`config.mk`:
```
export PLATFORM = sky130hd
export DESIGN_NAME = alu_top
export DESIGN_NICKNAME = d
export VERILOG_FILES = /design/src/rtl/alu_pkg.sv /design/src/rtl/alu_op_decode.sv /design/src/rtl/alu_addsub.sv /design/src/rtl/alu_top.sv
export SDC_FILE = /design/constraint.sdc
export NUM_CORES = 1
export LEC_CHECK = 0
export BUFFER_PORTS_ARGS = -buffer_cell sky130_fd_sc_hd__buf_4
export CORE_ASPECT_RATIO = 1.75
export CORE_UTILIZATION = 50
export DETAILED_ROUTE_END_ITERATION = 6
export GPL_ROUTABILITY_DRIVEN = 1
export PLACE_DENSITY = 0.79
export SETUP_SLACK_MARGIN = 0.3
export SLEW_MARGIN = 20
export SYNTH_ARGS = -nofsm -noshare
export SYNTH_HDL_FRONTEND = slang
export SYNTH_HIERARCHICAL = 1
export SYNTH_SLANG_ARGS = --single-unit
```
`constraint.sdc`:
```
create_clock -name vclk -period 13.2
set_input_delay 2.64 -clock vclk [all_inputs]
set_output_delay 2.64 -clock vclk [all_outputs]
set_load 0.01 [all_outputs]
```
`src/rtl/alu_pkg.sv`:
```
package alu_pkg;
    localparam int DATA_W = 32;
    localparam int FUNCT_W = 6;

    typedef enum logic [2:0] {
        SEL_AND = 3'b000,
        SEL_OR  = 3'b001,
        SEL_ADD = 3'b010,
        SEL_SUB = 3'b110,
        SEL_SLT = 3'b111
    } alu_sel_e;

    localparam logic [1:0] CLS_MEM   = 2'b00;
    localparam logic [1:0] CLS_BR    = 2'b01;
    localparam logic [1:0] CLS_ARITH = 2'b10;

    localparam logic [FUNCT_W-1:0] FN_ADD = 6'b100000;
    localparam logic [FUNCT_W-1:0] FN_SUB = 6'b100010;
    localparam logic [FUNCT_W-1:0] FN_AND = 6'b100100;
    localparam logic [FUNCT_W-1:0] FN_OR  = 6'b100101;
    localparam logic [FUNCT_W-1:0] FN_SLT = 6'b101010;
endpackage

```
`src/rtl/alu_op_decode.sv`:
```
module alu_op_decode
    import alu_pkg::*;
(
    input  logic [1:0]         op_class,
    input  logic [FUNCT_W-1:0] funct,
    output alu_sel_e           sel
);
    typedef struct packed {
        alu_sel_e fn_sel;
        alu_sel_e sel;
    } dec_t;

    dec_t dec_d;

    always_comb begin
        dec_d = '{fn_sel: SEL_ADD, sel: SEL_ADD};
        unique case (funct)
            FN_ADD:  dec_d.fn_sel = SEL_ADD;
            FN_SUB:  dec_d.fn_sel = SEL_SUB;
            FN_AND:  dec_d.fn_sel = SEL_AND;
            FN_OR:   dec_d.fn_sel = SEL_OR;
            FN_SLT:  dec_d.fn_sel = SEL_SLT;
            default: dec_d.fn_sel = SEL_ADD;
        endcase
        unique case (op_class)
            CLS_MEM:   dec_d.sel = SEL_ADD;
            CLS_BR:    dec_d.sel = SEL_SUB;
            CLS_ARITH: dec_d.sel = dec_d.fn_sel;
            default:   dec_d.sel = SEL_ADD;
        endcase
    end

    assign sel = dec_d.sel;

    // fixed classes ignore the function field
    always_comb begin
        a_r1_mem_add: assert (op_class != CLS_MEM || sel == SEL_ADD);
        a_r2_br_sub:  assert (op_class != CLS_BR || sel == SEL_SUB);
        a_r8_cls3_add: assert (op_class != 2'b11 || sel == SEL_ADD);
    end
endmodule

```
`src/rtl/alu_addsub.sv`:
```
module alu_addsub #(
    parameter int WIDTH = 32
) (
    input  logic [WIDTH-1:0] a,
    input  logic [WIDTH-1:0] b,
    input  logic             invert_b,
    output logic [WIDTH-1:0] sum,
    output logic             less
);
    typedef struct packed {
        logic [WIDTH-1:0] b_eff;
        logic [WIDTH-1:0] sum;
        logic             ovf;
        logic             less;
    } as_t;

    as_t as_d;

    always_comb begin
        as_d.b_eff = invert_b ? ~b : b;
        as_d.sum   = a + as_d.b_eff + {{(WIDTH-1){1'b0}}, invert_b};
        as_d.ovf   = (a[WIDTH-1] == as_d.b_eff[WIDTH-1]) &&
                     (as_d.sum[WIDTH-1] != a[WIDTH-1]);
        as_d.less  = as_d.sum[WIDTH-1] ^ as_d.ovf;
    end

    assign sum  = as_d.sum;
    assign less = as_d.less;

    // overflow-corrected sign agrees with a direct signed compare
    always_comb begin
        a_r7_signed_less: assert (!invert_b || (less == ($signed(a) < $signed(b))));
        a_r4_sub_inverse: assert (!invert_b || (sum + b == a));
    end
endmodule

```
`src/rtl/alu_top.sv`:
```
module alu_top
    import alu_pkg::*;
#(
    parameter int WIDTH = DATA_W
) (
    input  logic [1:0]         op_class,
    input  logic [FUNCT_W-1:0] funct,
    input  logic [WIDTH-1:0]   opa,
    input  logic [WIDTH-1:0]   opb,
    output logic [2:0]         alu_sel,
    output logic [WIDTH-1:0]   result,
    output logic               zero
);
    typedef struct packed {
        logic [WIDTH-1:0] res;
        logic             zero;
    } out_t;

    alu_sel_e         sel;
    logic [WIDTH-1:0] sum;
    logic             less;
    out_t             out_d;

    alu_op_decode i_dec (
        .op_class (op_class),
        .funct    (funct),
        .sel      (sel)
    );

    alu_addsub #(.WIDTH(WIDTH)) i_addsub (
        .a        (opa),
        .b        (opb),
        .invert_b (sel[2]),
        .sum      (sum),
        .less     (less)
    );

    always_comb begin
        out_d.res = sum;
        unique case (sel)
            SEL_AND: out_d.res = opa & opb;
            SEL_OR:  out_d.res = opa | opb;
            SEL_SLT: out_d.res = {{(WIDTH-1){1'b0}}, less};
            default: out_d.res = sum;
        endcase
        out_d.zero = ~|out_d.res;
    end

    assign alu_sel = sel;
    assign result  = out_d.res;
    assign zero    = out_d.zero;

    always_comb begin
        a_r9_zero_flag: assert (zero == (result == '0));
        a_r7_slt_upper: assert (sel != SEL_SLT || result[WIDTH-1:1] == '0);
        a_r10_sel_legal: assert (alu_sel inside {3'b000, 3'b001, 3'b010, 3'b110, 3'b111});
    end
endmodule

```
# Word-level counts from Yosys, hierarchy flattened
# Index checks and enable logic that the tools add are counted.
[op_classes]
bitwise_logic = 4
eq_ne = 10
n_reduce_logical = 4
n_addsub = 2
muxes = 4
[op_table]
columns = ["cell", "count"]
rows = [
  ["32-bit one-hot mux with 3 select lines", 1],
  ["32-bit by 1-bit adder with 32-bit output", 1],
  ["32-bit adder", 1],
  ["32-bit bitwise AND", 1],
  ["32-bit 2-to-1 mux", 1],
  ["32-bit inverter", 1],
  ["32-bit bitwise OR", 1],
  ["32-bit OR reduction", 1],
  ["6-bit equality test, second input constant", 4],
  ["3-bit one-hot mux with 4 select lines", 1],
  ["3-bit one-hot mux with 2 select lines", 1],
  ["3-bit by 1-bit equality test with 1-bit output, second input constant", 1],
  ["3-bit equality test, second input constant", 1],
  ["3-bit zero test", 1],
  ["2-bit by 1-bit equality test with 1-bit output, second input constant", 1],
  ["2-bit equality test, second input constant", 1],
  ["1-bit equality test", 1],
  ["1-bit logical AND", 1],
  ["1-bit zero test", 1],
  ["1-bit != test", 1],
  ["1-bit bitwise XOR", 1],
]
[totals]
regBits = 0
out_inout_bits = 36
input_bits = 72
elab_cells = 24

# Logic depth before layout (Yosys ltp)
# Gate-level depths: netlist of run 1.
[depth]
ltp_word = 12
depth_mapped = 20
depth_no_buf = 18

# By module
# The synthesis of run 1 kept the hierarchy.
[modules_own_cells]
columns = ["mod", "instances", "seq_area_each_um2", "area_per_inst_um2", "cells_per_inst"]
rows = [
  ["alu_addsub", 1, 0.0, 2371.0, 327],
  ["alu_top", 1, 0.0, 1193.6, 210],
  ["alu_op_decode", 1, 0.0, 117.6, 15],
]

# Worst setup path before layout of run 1
# Ideal clock, no wire load.
[synth_path]
path_type = "input to output"
from = "in op_class[0]"
to = "out zero"
arrival_ns = 6.907
path_stages = 19
required_ns = 10.560
setup_slack_ns = 3.653
path_buffers = 2
cell_sequence = "inv_1 -> ha_1 -> nand4bb_1 -> o22ai_1 -> buf_2 -> buf_1 -> xor2_1 -> ha_1 -> a211oi_1 -> o21bai_1 -> a2111oi_1 -> a211oi_2 -> nor4_1 -> a211oi_1 -> nand3_1 -> nand3_1 -> nor4_1 -> nand4_1 -> nor4_2"
[synth_between]
word_cells_on_any_way = 16
cone_classes = "add/sub (2); eq/ne (6); mux (3); bitwise (1); reduce/logical (4)"
[synth_lines]
columns = ["item", "line_no", "text"]
rows = [
  ["start: declaration", "alu_top.sv:6", "input logic [1:0] op_class,"],
  ["2-bit equality test / 2-bit by 1-bit equality test with 1-bit output (equally long branches)", "alu_op_decode.sv:25", "unique case (op_class)"],
  ["3-bit one-hot mux with 2 select lines (*)", "alu_op_decode.sv:25", ""],
  ["named net alu_sel[2]", "alu_top.sv:10", "output logic [2:0] alu_sel,"],
  ["32-bit 2-to-1 mux", "alu_addsub.sv:20", "as_d.b_eff = invert_b ? ~b : b;"],
  ["32-bit adder", "alu_addsub.sv:21", "as_d.sum = a + as_d.b_eff + {{(WIDTH-1){1'b0}}, invert_b};"],
  ["32-bit by 1-bit adder with 32-bit output (*)", "alu_addsub.sv:21", ""],
  ["named net sum[27]", "alu_top.sv:20", "logic [WIDTH-1:0] sum;"],
  ["32-bit one-hot mux with 3 select lines (*)", "alu_top.sv:40", "unique case (sel)"],
  ["named net result[27]", "alu_top.sv:11", "output logic [WIDTH-1:0] result,"],
  ["32-bit OR reduction (*)", "alu_top.sv:46", "out_d.zero = ~|out_d.res;"],
  ["1-bit zero test (*)", "alu_top.sv:46", ""],
  ["end: declaration", "alu_top.sv:12", "output logic zero"],
]
# The timed path passes the listed nets; every way through them passes the cells marked *.

# Worst setup path after layout of run 1
[layout_path]
from = "in op_class[0]"
to = "out zero"
[layout_between]
word_cells_on_any_way = 16
cone_classes = "add/sub (2); eq/ne (6); mux (3); bitwise (1); reduce/logical (4)"
[layout_lines]
columns = ["item", "line_no"]
rows = [
  ["2-bit equality test / 2-bit by 1-bit equality test with 1-bit output (equally long branches)", "alu_op_decode.sv:25"],
  ["3-bit one-hot mux with 2 select lines (*)", "alu_op_decode.sv:25"],
  ["32-bit 2-to-1 mux", "alu_addsub.sv:20"],
  ["32-bit adder", "alu_addsub.sv:21"],
  ["32-bit by 1-bit adder with 32-bit output (*)", "alu_addsub.sv:21"],
  ["named net sum[21]", "alu_top.sv:20"],
  ["32-bit one-hot mux with 3 select lines (*)", "alu_top.sv:40"],
  ["32-bit OR reduction (*)", "alu_top.sv:46"],
  ["1-bit zero test (*)", "alu_top.sv:46"],
]
# Marks and branches as above.

==> results of run 1 <==
worst min-delay path by stage:
| stage | startpoint | to | slack (ns) |
|---|---|---|---|
| 2_1_floorplan | funct[5] | alu_sel[0] | 5.45 |
| 3_3_place_gp | opa[9] | result[9] | 5.79 |
| 3_5_place_dp | opa[9] | result[9] | 5.80 |
| 4_1_cts | opa[9] | result[9] | 5.81 |
| 5_1_grt | opa[28] | result[28] | 5.84 |
| 6_report | opa[9] | result[9] | 5.81 |
power groups by stage:
| stage | sequential, uW | clock (uW) | combinational [uW] |
|---|---|---|---|
| 6_report | 0 | 0 | 371 |
| 5_1_grt | 0 | 0 | 403 |
| 4_1_cts | 0 | 0 | 366 |
| 3_5_place_dp | 0 | 0 | 364 |
| 3_3_place_gp | 0 | 0 | 358 |
| 2_1_floorplan | 0 | 0 | 238 |
logic make-up after synthesis:
family                   count (synthesis)  synth area share, %
AO/OA/AOI/OAI                          152                 28.8
buffers and inverters                   60                 8.05
AND/OR/NAND/NOR                        226                 31.3
XOR/XNOR                                59                 14.0
adder cells (fa/ha/maj)                 52                 16.9
multiplexers                             3                0.951
metal layers:
| layer | part of all wire [%] | track usage [%] |
|---|---|---|
| met1 | 35 | 36.0 |
| met3 | 4.8 | 3.54 |
| met4 | 7.5 | 24.7 |
| met5 | 0 | 0 |
| met2 | 53 | 63.9 |
cells in the final DEF, fill, tap and decap left out, types with 3 or more instances in the layout:
cell type	count
nor2_1	52
maj3_1	13
a211oi_2	3
o21a_1	3
and2_1	5
ha_1	35
and3_1	5
and4_1	5
a221oi_1	14
xor2_1	41
o21ai_0	15
a211oi_1	8
o211ai_1	4
inv_1	27
maj3_2	3
nor3_1	8
a21oi_1	60
o21bai_1	4
a31oi_1	3
or3_1	16
nor4_1	8
nand3_1	41
nor4_2	3
xnor2_1	18
nand2b_1	3
nand4bb_1	3
a21o_1	11
nand2_1	60
nand4_1	4
buf_4	113
worst min-delay path, stage by stage:
cell and delay [ns]:
buf_4 0.12, nor2_1 0.07, or3_1 0.10, nand3_1 0.08, buf_4 0.15
per-stage QoR:
| step | total power [uW] | hold slack (ns) | instances | worst slack, ns | util (%) |
|---|---|---|---|---|---|
| finish | 371 | 5.81 | 718 | 2.56 | 62.1 |
| global route | 403 | 5.84 | 718 | 2.29 | 62.1 |
| CTS | 366 | 5.81 | 718 | 2.67 | 62.1 |
| detailed placement | 364 | 5.80 | 718 | 2.71 | 62.1 |
| global placement | 358 | 5.79 | 718 | 2.86 | 62.1 |
| floorplan | 238 | 5.45 | 552 | 3.65 | - |
area by class of cell:
cell class,count,area [um2]
Tap cell,86,108
Multi-Input combinational cell,492,3400
Fill cell,730,2720
Timing Repair Buffer,113,848
Inverter,27,101
==> qor.csv, run 1 <==
metric,value,unit
status,"complete, no violations",
I/O pin count,108,
Vias per Instance,6.46,
Worst Setup SP,op_class[0],
Starting DRT DRC Count,207,
clock power share,0,%
Die X,66.9,um
Critical Path Sink,zero,
total global-route track usage,35.1,%
Avg WL per Cell,18.8,um
sequential share of the synthesized area,0,%
WL final,13.5,mm
Pleak,0.00210,uW
DRC,0,
"count leader, synth",a21oi_1,
Max Fclk,0.0940,GHz
post-route design area,0.00446,mm2
layout cells sized above 1,22.9,%
CP Class,input port to output port,
DP Wirelength,10.8,mm
most common library cells after synthesis,"a21oi_1 (61), nand2_1 (60), nor2_1 (52)",
CP arrival,8.00,ns
crit start category,input port,
crit path max-delay cell type,a221oi_1,
CP peak stage delay,0.73,ns
fin crit period,10.64,ns
post-place instance area,0.00446,mm2
hold_buf cts,0,
"Slew Viols, Final",0,
largest net degree at the start of global routing,49,
area delta synth->final,21.1,%
Slew @ Worst Pin,0.826,ns
port bufs,108,
Die Height,116,um
"Distinct cells, synth",73,
CP Cell Sequence,buf_4 -> inv_1 -> ha_1 -> nand4bb_1 -> o22ai_4 -> buf_4 -> xor2_1 -> ha_1 -> nand3_1 -> nor3b_1 -> a211oi_2 -> o211ai_1 -> nand2_1 -> xnor2_1 -> inv_1 -> a221oi_1 -> nor4_1 -> nand2_1 -> nor4_2 -> buf_4,
setup violators final,0,
synthesized area per cell,6.67,um2
Synthesized Nets,660,
setup TNS,0,ns
cell family with most CP delay,compound AO/OA/AOI/OAI gates,
final worst path period share,80.6,%
core area,0.00718,mm2
Max-slew headroom,44.9,%
Netlist Area Pre-Place,0.00368,mm2
Yosys top cell area share,11.9,%
net switching power,216,uW
vias in the first global route,4518,
Final ANT Viol Nets,0,
top area cells in the synthesized netlist,"ha_1 (12%), xor2_1 (9.8%), a21oi_1 (8.3%)",
vias post-DR,4635,
crit-path most repeated cell,buf_4,
combined buffer and inverter count along the critical path,5,
combinational fraction of design power,100.0,%
Required @ worst endpoint,10.56,ns
CP Capture Type,output port,
die area,0.00773,mm2
Starting Density,51.3,%
critical path depth,20,
Int Pwr,155,uW
hold path cells,5,
Layout Nets,742,
global-route wire length before repair,21.3,mm
Fin. Hold Viols,0,
Pre-antenna DRT Iters,5,
total gr overflow,0,
Sequential Power Share,0,%
Resize count post-CTS,0,
worst min path class,input port to output port,
max cap viols,0,
register area,0,um2
Pwr Density,83.2,mW/mm2
sw frac,58.2,%
largest area contributor in the netlist,ha_1,
Layout clock buffers,0,
Yosys warning count,6,
Mapped Cells,552,
GP Congestion,0.994,
Setup Buffers After CTS,0,
ant diodes,0,
antenna violations before repair,0,
Crit Path Max Fanout,48,
Worst IR Drop VDD,0.0440,mV
FF+latch count,0,
row cnt,41,
RSZ-0062 raised after global routing,false,
Power figures use the tool's default switching activity.
==> run 2: changes to the inputs <==
Settings changed: ABC_AREA set to 1, PLACE_DENSITY 0.79 to 0.77.
Clock period 13.2 ns to 9.9 ns, I/O delays scaled along.
==> qor.csv, run 2 <==
metric,value,unit,change
status,"complete, no violations",,
vias post-DR,5316,,+15%
met3 wire len,563,um,-13%
"commonest non-fill, non-tap cell in the layout",nand2_1,,
GP Congestion,1.08,,+8.8%
post-route design area,0.00488,mm2,+9.4%
Avg WL per Cell,15.2,um,-19%
Pleak,0.00310,uW,+48%
largest area contributor in the netlist,nand2_1,,
Die Height,121,um,+4.5%
Die X,69.9,um,+4.5%
post-place instance area,0.00488,mm2,+9.4%
Yosys warning count,6,,unchanged
Synthesized Nets,914,,+38%
worst min path class,input port to output port,,
die area,0.00843,mm2,+9.2%
Max-slew headroom,23.8,%,-21 points
Layout clock buffers,0,,unchanged
Starting DRT DRC Count,255,,+23%
setup violators final,0,,unchanged
synthesized area per cell,5.00,um2,-25%
core area,0.00786,mm2,+9.4%
"Distinct cells, synth",31,,-58%
antenna violations before repair,0,,unchanged
highest-count cells in the layout ignoring fill and taps,"nand2_1 (247), inv_1 (153), buf_4 (112)",,
total global-route track usage,35.4,%,+0.32 points
Starting Density,51.3,%,about the same
CP Class,input port to output port,,
vias in the first global route,5392,,+19%
max cap viols,0,,unchanged
Mapped Cells,806,,+46%
fin crit period,8.23,ns,
global-route wire length before repair,24.2,mm,+14%
setup TNS,0,ns,unchanged
largest net degree at the start of global routing,42,,-14%
sequential share of the synthesized area,0,%,unchanged
Resize count post-CTS,0,,unchanged
final worst path period share,83.1,%,
CP arrival,6.25,ns,-1.75 ns
RSZ-0062 raised after global routing,false,,
WL final,15.0,mm,+11%
most common library cells after synthesis,"nand2_1 (247), inv_1 (153), nand3_1 (100)",,
area delta synth->final,21.1,%,about the same
Required @ worst endpoint,7.92,ns,-2.64 ns
Max Fclk,0.122,GHz,
I/O pin count,108,,unchanged
layout cells sized above 1,18.0,%,-4.9 points
Setup Buffers After CTS,0,,unchanged
"Slew Viols, Final",0,,unchanged
Fin. Hold Viols,0,,unchanged
hold_buf cts,0,,unchanged
"count leader, synth",nand2_1,,
Layout Nets,1008,,+36%
Crit Path Max Fanout,27,,-44%
port bufs,108,,unchanged
total gr overflow,0,,unchanged
CP Capture Type,output port,,
Pre-antenna DRT Iters,5,,unchanged
Vias per Instance,5.38,,-17%
ant diodes,0,,unchanged
FF+latch count,0,,unchanged
row cnt,43,,+4.9%
Final ANT Viol Nets,0,,unchanged
Metal-1 WL,5.21,mm,+11%
DP Wirelength,12.4,mm,+14%
Routed met2 length,8.14,mm,+14%
Top Metal Used,met4,,
crit start category,input port,,
DRC,0,,unchanged
Worst IR Drop VDD,0.0470,mV,+6.9%
Yosys top cell area share,23.0,%,+11 points
Slew @ Worst Pin,1.14,ns,+0.315 ns
Pwr Density,92.7,mW/mm2,+11%
Netlist Area Pre-Place,0.00403,mm2,+9.4%
register area,0,um2,unchanged
top area cells in the synthesized netlist,"nand2_1 (23%), inv_1 (14%), nand3_1 (12%)",,
==> run 2: final timing paths <==
kind        start         end  slack (ns)  cells past startpoint
max   op_class[0]        zero        1.67                     28
min       opb[10]  result[10]        4.38                      4
==> run 2: logic make-up after synthesis <==
family	share of synthesized area [%]
AND/OR/NAND/NOR	49.4
buffers and inverters	18.2
AO/OA/AOI/OAI	10.8
XOR/XNOR	10.2
adder cells (fa/ha/maj)	11.4
==> run 2: metal layers <==
layer,up-vias,global-route usage (%)
li1,2670,-
met1,2368,33.0
met2,211,70.7
met3,67,2.25
met4,0,24.3
met5,-,0
==> run 2: power by group <==
group,leakage (uW),switching [uW],internal [uW],total [uW]
Clock,0,0,0,0
Sequential,0,0,0,0
Combinational,0.00310,274,178,452
==> run 2: final cells by class <==
class              instances  area (um2)
well taps                 90         113
fillers                  837        2980
repair buffers           112         841
inverters                164         616
multi-input cells        622        3310
==> run 2: critical path, cell delays in order <==
cell     delay (ns)
buf_4          0.11
inv_1          0.06
ha_1           0.19
inv_1          0.05
nor2_1         0.08
nand2_1        0.09
a21oi_4        0.90
buf_4          0.38
xor2_1         0.22
ha_1           0.29
nand2_1        0.10
nand2_1        0.09
a21oi_1        0.21
inv_1          0.08
nor2_2         0.11
nand2_2        0.10
nand2_1        0.10
nand2_1        0.05
nand2_1        0.06
nand2_1        0.05
nand3_1        0.08
nand3_1        0.22
nor2_1         0.14
nand2_1        0.06
nor2_1         0.11
nand2_1        0.10
nor2_1         0.12
buf_4          0.13
==> run 2: through the flow <==
stage                     hold slack [ns]  setup slack, ns  total power, uW  utilization [%]  std cells
final                                4.38             1.67              452             62.1        988
after global placement               4.37             1.76              440             62.1        988
after CTS                            4.38             1.69              446             62.1        988
after detailed placement             4.37             1.71              444             62.1        988
after global routing                 4.41             1.41              498             62.1        988
after floorplan                      4.14             2.83              280                -        806
